==> config.mk <==
export PLATFORM = sky130hd
export DESIGN_NAME = pcseq_top
export DESIGN_NICKNAME = d
export VERILOG_FILES = /design/src/rtl/pcseq_pkg.sv /design/src/rtl/pcseq_stack.sv /design/src/rtl/pcseq_next.sv /design/src/rtl/pcseq_top.sv
export SDC_FILE = /design/constraint.sdc
export NUM_CORES = 1
export LEC_CHECK = 0
export BUFFER_PORTS_ARGS = -buffer_cell sky130_fd_sc_hd__buf_2
export CAP_MARGIN = 20
export CORE_AREA = 3 3 139 114
export DETAILED_ROUTE_END_ITERATION = 8
export DIE_AREA = 0 0 142 117
export PLACE_DENSITY = 0.56
export SYNTH_ARGS = -nofsm -noshare
export SYNTH_HDL_FRONTEND = slang
export SYNTH_SLANG_ARGS = --single-unit
==> constraint.sdc <==
create_clock -name clk -period 3.2 [get_ports clk]
set_clock_uncertainty 0.15 [all_clocks]
set_input_delay 0.16 -clock clk [delete_from_list [all_inputs] [get_ports clk]]
set_output_delay 0.16 -clock clk [all_outputs]
set_load 0.01 [all_outputs]
==> src/rtl/pcseq_pkg.sv <==
package pcseq_pkg;

    localparam int PC_W     = 13;
    localparam int BANK_W   = 3;
    localparam int LOW_W    = 8;
    localparam int RS_DEPTH = 8;
    localparam int ADDR_W   = PC_W + BANK_W;

    typedef enum logic [3:0] {
        CMD_STEP  = 4'd0,
        CMD_SKIP  = 4'd1,
        CMD_LOWWR = 4'd2,
        CMD_JUMP  = 4'd3,
        CMD_CALL  = 4'd4,
        CMD_RET   = 4'd5,
        CMD_TMR0  = 4'd6,
        CMD_TMR1  = 4'd7,
        CMD_CLEAR = 4'd8
    } seq_cmd_e;

    // control decisions taken alongside the next counter value
    typedef struct packed {
        logic push;
        logic pop;
        logic xfer;
        logic zero_bank;
    } seq_ctl_t;

    localparam logic [PC_W-1:0] TMR0_VEC = 13'h008;
    localparam logic [PC_W-1:0] TMR1_VEC = 13'h00C;

    // keep the upper counter bits, replace the low byte
    function automatic logic [PC_W-1:0] patch_low(input logic [PC_W-1:0] pc,
                                                  input logic [LOW_W-1:0] lo);
        return {pc[PC_W-1:LOW_W], lo};
    endfunction

endpackage

==> src/rtl/pcseq_stack.sv <==
module pcseq_stack #(
    parameter int W     = 13,
    parameter int DEPTH = 8
) (
    input  logic         clk,
    input  logic         rst,
    input  logic         push,
    input  logic         pop,
    input  logic [W-1:0] din,
    output logic [W-1:0] top,
    output logic         full,
    output logic         empty
);
    localparam int CNT_W = $clog2(DEPTH + 1);

    logic [CNT_W-1:0] cnt_q;
    logic [W-1:0]     ent_q [DEPTH];
    logic             do_push;
    logic             do_pop;

    assign full    = (cnt_q == CNT_W'(DEPTH));
    assign empty   = (cnt_q == '0);
    assign do_push = push && !full;
    assign do_pop  = pop && !empty && !push;

    generate
        for (genvar i = 0; i < DEPTH; i++) begin : g_ent
            always_ff @(posedge clk) begin
                if (do_push && cnt_q == CNT_W'(i))
                    ent_q[i] <= din;
            end
        end
    endgenerate

    always_ff @(posedge clk) begin
        if (rst)
            cnt_q <= '0;
        else if (do_push)
            cnt_q <= cnt_q + CNT_W'(1);
        else if (do_pop)
            cnt_q <= cnt_q - CNT_W'(1);
    end

    always_comb begin
        top = '0;
        for (int i = 0; i < DEPTH; i++)
            if (cnt_q == CNT_W'(i + 1))
                top = ent_q[i];
    end


    depth_bound_chk: assert property (@(posedge clk) disable iff (rst)
        cnt_q <= CNT_W'(DEPTH));


    full_refuse_chk: assert property (@(posedge clk) disable iff (rst)
        (push && full) |=> (cnt_q == $past(cnt_q)));


    empty_pop_chk: assert property (@(posedge clk) disable iff (rst)
        (pop && !push && empty) |=> empty);

endmodule

==> src/rtl/pcseq_next.sv <==
module pcseq_next
    import pcseq_pkg::*;
#(
    parameter int               NPC_W = 13,
    parameter logic [NPC_W-1:0] VEC0  = 13'h008,
    parameter logic [NPC_W-1:0] VEC1  = 13'h00C
) (
    input  logic [3:0]       cmd,
    input  logic [NPC_W-1:0] pc,
    input  logic [NPC_W-1:0] imm,
    input  logic [LOW_W-1:0] low,
    input  logic [NPC_W-1:0] stk_top,
    input  logic             stk_full,
    output logic [NPC_W-1:0] pc_nxt,
    output logic [NPC_W-1:0] ret_addr,
    output seq_ctl_t         ctl
);
    logic [NPC_W-1:0] pc_inc;

    assign pc_inc   = pc + NPC_W'(1);
    assign ret_addr = pc_inc;

    always_comb begin
        pc_nxt = pc_inc;
        ctl    = '0;
        case (seq_cmd_e'(cmd))
            CMD_SKIP: begin
                pc_nxt   = pc + NPC_W'(2);
                ctl.xfer = 1'b1;
            end
            CMD_LOWWR: begin
                pc_nxt   = {pc[NPC_W-1:LOW_W], low};
                ctl.xfer = 1'b1;
            end
            CMD_JUMP: begin
                pc_nxt   = imm;
                ctl.xfer = 1'b1;
            end
            CMD_CALL: begin
                pc_nxt   = imm;
                ctl.push = 1'b1;
                ctl.xfer = 1'b1;
            end
            CMD_RET: begin
                pc_nxt   = stk_top;
                ctl.pop  = 1'b1;
                ctl.xfer = 1'b1;
            end
            CMD_TMR0, CMD_TMR1: begin
                if (!stk_full) begin
                    pc_nxt   = (seq_cmd_e'(cmd) == CMD_TMR0) ? VEC0 : VEC1;
                    ctl.push = 1'b1;
                    ctl.xfer = 1'b1;
                end
            end
            CMD_CLEAR: begin
                pc_nxt        = '0;
                ctl.zero_bank = 1'b1;
            end
            default: pc_nxt = pc_inc;
        endcase
    end

endmodule

==> src/rtl/pcseq_top.sv <==
module pcseq_top
    import pcseq_pkg::*;
#(
    parameter int PCW   = PC_W,
    parameter int BW    = BANK_W,
    parameter int DEPTH = RS_DEPTH
) (
    input  logic              clk,
    input  logic              rst,
    input  logic [3:0]        cmd_i,
    input  logic [PCW-1:0]    imm_i,
    input  logic [LOW_W-1:0]  pcl_i,
    input  logic [BW-1:0]     bank_i,
    output logic [PCW+BW-1:0] fetch_addr_o,
    output logic              dummy_o,
    output logic              stk_full_o,
    output logic              stk_empty_o
);
    logic [PCW-1:0] pc_q;
    logic [BW-1:0]  bank_q;
    logic           dummy_q;
    logic [PCW-1:0] pc_nxt;
    logic [PCW-1:0] ret_addr;
    logic [PCW-1:0] stk_top;
    logic           stk_full;
    logic           stk_empty;
    seq_ctl_t       ctl;

    pcseq_next #(
        .NPC_W (PCW),
        .VEC0  (PCW'(TMR0_VEC)),
        .VEC1  (PCW'(TMR1_VEC))
    ) u_next (
        .cmd      (cmd_i),
        .pc       (pc_q),
        .imm      (imm_i),
        .low      (pcl_i),
        .stk_top  (stk_top),
        .stk_full (stk_full),
        .pc_nxt   (pc_nxt),
        .ret_addr (ret_addr),
        .ctl      (ctl)
    );

    pcseq_stack #(
        .W     (PCW),
        .DEPTH (DEPTH)
    ) u_stack (
        .clk   (clk),
        .rst   (rst),
        .push  (ctl.push),
        .pop   (ctl.pop),
        .din   (ret_addr),
        .top   (stk_top),
        .full  (stk_full),
        .empty (stk_empty)
    );

    always_ff @(posedge clk) begin
        if (rst) begin
            pc_q    <= '0;
            bank_q  <= '0;
            dummy_q <= 1'b0;
        end else begin
            pc_q    <= pc_nxt;
            bank_q  <= ctl.zero_bank ? '0 : bank_i;
            dummy_q <= ctl.xfer;
        end
    end

    assign fetch_addr_o = {bank_q, pc_q};
    assign dummy_o      = dummy_q;
    assign stk_full_o   = stk_full;
    assign stk_empty_o  = stk_empty;


    reset_zero_chk: assert property (@(posedge clk)
        rst |=> (fetch_addr_o == '0 && !dummy_o && stk_empty_o));


    step_inc_chk: assert property (@(posedge clk) disable iff (rst)
        (cmd_i == 4'(CMD_STEP)) |=> (pc_q == $past(pc_q) + PCW'(1)));


    jump_load_chk: assert property (@(posedge clk) disable iff (rst)
        (cmd_i == 4'(CMD_JUMP)) |=> (pc_q == $past(imm_i)));


    jump_dummy_chk: assert property (@(posedge clk) disable iff (rst)
        (cmd_i == 4'(CMD_JUMP)) |=> dummy_o);


    step_nodummy_chk: assert property (@(posedge clk) disable iff (rst)
        (cmd_i == 4'(CMD_STEP)) |=> !dummy_o);


    flags_excl_chk: assert property (@(posedge clk) disable iff (rst)
        !(stk_full_o && stk_empty_o));

endmodule

==> results.cfg <==
[setup_path]
worstPathCellList = inv_1 > ha_1 > buf_4 > nand3b_2 > buf_4 > nor2_4 > nor3_2 > nor2_1 > a222oi_1 > dlygate4sd3_1 > o22ai_1
reg2reg_slack_ps = 210
cp.arrival_ps = 3120
rr_worst_depth = 11
crit_path_max_fanout = 11
slowest_stage = dlygate4sd3_1
crit_required_ps = 3320
slowest_delay_ps = 590
r2r-start = u_stack.cnt_q[0]
cp-start-kind = flip-flop
reg2reg_to = pc_q[7]
path_class = flip-flop to flip-flop
cpMostUsedCell = buf_4
worst_setup_path_end_kind = flip-flop

[synthesis]
synth_seq_area_share_pct = 60.9
synthCells = 497
synthArstFlopShare_pct = 0
yosysUniqueCellTypes = 64
syn_area_per_cell_um2 = 11.7
ys_ff_latch = 125
syn_nets = 533
synthFlopType = edfxtp_1
synthesis.area_um2 = 5820
ys.warnings.count = 0
synth_edf_count = 104

[sta]
hold_viol_final = 0
finalCritPeriodShare_pct = 93.5
max_freq_mhz = 334
maxSlewViolCount = 0
setup_viol = 0
period_minus_slack_ps = 2990
worst_slew_pin_slew_ps = 905
tns_ps = 0
slew_headroom_pct = 39.2
rsz0062_at_grt = false

[cells_and_area]
final_common_cell = edfxtp_1
drive_gt1_share_pct = 21.2
nFillCells = 1272
final_cell_area_um2 = 7150
syn2layout_area_growth_pct = 22.8
fin_nets = 609
final_cell_mix = 104 x edfxtp_1, 48 x buf_2, 45 x nor2_1
antenna_cells = 0

[floorplanning]
io_pins = 49
die_w_um = 142
core_area_um2 = 14400
die_area_um2 = 16600
die_h_um = 117
start_util_pct = 40.4
fp-row-count = 39

[global_routing]
globalRoute.totalOverflow = 0
grt_pass1_wl_mm = 25.4
antenna_found_initial = 0
grt_usage_pct = 20.5
grt_max_degree = 21
grt_pass1_vias = 4399

[placed_design]
place_area_um2 = 6380
dp_hpwl_mm = 11.9
gp_congestion = 0.957
portBuffers = 48

[clocking]
cts_max_level = 4
cts_buffer_depth = 2
clockRootBuffer = clkbuf_16
clkLatencyLatePin_ps = 410
clock_sinks = 125
cts_made_buffers = 17
tritoncts = built
path_clk_slew_ps = 60

[route]
drt-total-wl_mm = 16.9
drt-initial-drc-count = 582
vias = 4577
avgViaCountPerCell = 5.94
ant_nets = 0
drc_errors = 0
dr.pass1.iters = 5
wl_per_cell_um = 21.9

[pwr]
peakVddDrop_v = 0.000377
p_leak_uw = 0.00251
powerDensity_nw_per_um2 = 594

[hold_path]
hold_path.class = input pin to flip-flop
hold_depth = 3
min_to = pc_q[1]
min-delay-start = imm_i[1]

[job]
drv_cap = 0

[outcome]
status = completed
==> what timing repair did <==
| action | CTS | global route |
|---|---|---|
| hold endpoints to repair | 10 | 0 |
| endpoints found under the setup margin | 0 | 2 |
| setup buffers | 0 | 0 |
| gates resized for setup | 0 | 3 |
| hold buffers | 13 | 0 |
==> how the worst max path moves through the flow <==
stage | start | to | slack (ps) | cells after the start
after global routing | u_stack.cnt_q[0] | pc_q[7] | 90 | 11
after floorplan | u_stack.cnt_q[0] | u_stack.ent_q[1][26] | 230 | 7
after global placement | u_stack.cnt_q[1] | pc_q[4] | 600 | 8
after detailed placement | u_stack.cnt_q[1] | pc_q[4] | 520 | 8
after CTS | u_stack.cnt_q[0] | pc_q[7] | 170 | 11
final | u_stack.cnt_q[0] | pc_q[7] | 210 | 11
==> synth_stat cells, drive strengths merged (3+ instances only) <==
master / n / share of area [%]
and2: 6 / 0.64
o21ai: 36 / 3.1
a21oi: 24 / 2.1
dfxtp: 21 / 7.2
ha: 6 / 1.3
or3: 4 / 0.43
a21o: 3 / 0.39
nor2: 47 / 3.2
clkbuf: 12 / 0.77
a222oi: 3 / 0.52
o22ai: 10 / 1.1
buf: 20 / 1.7
edfxtp: 104 / 54
nand3b: 3 / 0.45
xnor2: 11 / 1.7
nand4: 5 / 0.54
xor2: 6 / 0.90
o21bai: 3 / 0.39
nand2: 27 / 1.7
o211ai: 4 / 0.52
nand3: 7 / 0.60
o21a: 3 / 0.39
a221oi: 28 / 4.3
nor2b: 9 / 0.97
nand2b: 5 / 0.54
o221ai: 5 / 0.75
a31oi: 4 / 0.43
and3: 5 / 0.54
nor4: 3 / 0.32
a22oi: 5 / 0.64
inv: 13 / 0.84
a211oi: 6 / 0.77
nor3: 14 / 1.3
==> through the flow <==
stage                     setup slack (ps)  hold slack [ps]  std cells  total power, µW  utilization [%]
after floorplan                        225              132        497             2080                -
after global placement                 597              220        725             2230             44.3
after detailed placement               520              220        725             2240             44.3
after CTS                              171             14.7        770             4270             49.6
after global routing                  86.8             38.6        770             4380             49.6
final                                  208             26.5        770             4240             49.6
==> cell families after synthesis <==
family | Yosys count | share of synthesized area (%)
muxes | 2 | 0.344
AOI/OAI and AO/OA | 152 | 18.1
DFF | 125 | 60.9
and+or+nand+nor | 150 | 13.6
xor gates and xnor gates | 17 | 2.56
buffers and inverters | 45 | 3.27
adders and majority gates | 6 | 1.29
==> where the power goes <==
group,internal [µW],switching [µW],leakage [µW]
combinational,145,238,0.00107
clock,1250,768,0.000301
sequential,1810,31.3,0.00114
total,3210,1040,0.00251
==> sequential cells by signal (all words and copies together), names as in the netlist <==
| register | count |
|---|---|
| bank_q | 3 |
| u_stack.ent_q | 104 |
| dummy_o | 1 |
| pc_q | 13 |
| u_stack.cnt_q | 4 |
==> critical path, delay by kind of cell (launching register included) <==
kind / cells / cell delay, ps
buf+inv: 4 / 1130
compound gates: 2 / 380
flops: 1 / 420
fa+ha+maj: 1 / 230
simple gates: 4 / 550
==> routing by layer <==
metal  share of wire (%)  track usage (%)  vias up
met2                  45             30.4      205
met3                 8.0             4.47       15
li1                    -                -     2091
met5                   0                0        -
met4                0.75             5.50        0
met1                  46             30.6     2266
==> final cells by class <==
cell class,count,area (µm²),area share (%)
clock inverter,15,196,2.75
timing repair buffer,89,581,8.12
sequential,125,3540,49.6
multi-input combinational,327,2120,29.7
clock buffer,17,425,5.95
tap,184,230,3.22
inverter,13,48.8,0.683
(Power assumes the default switching activity.)
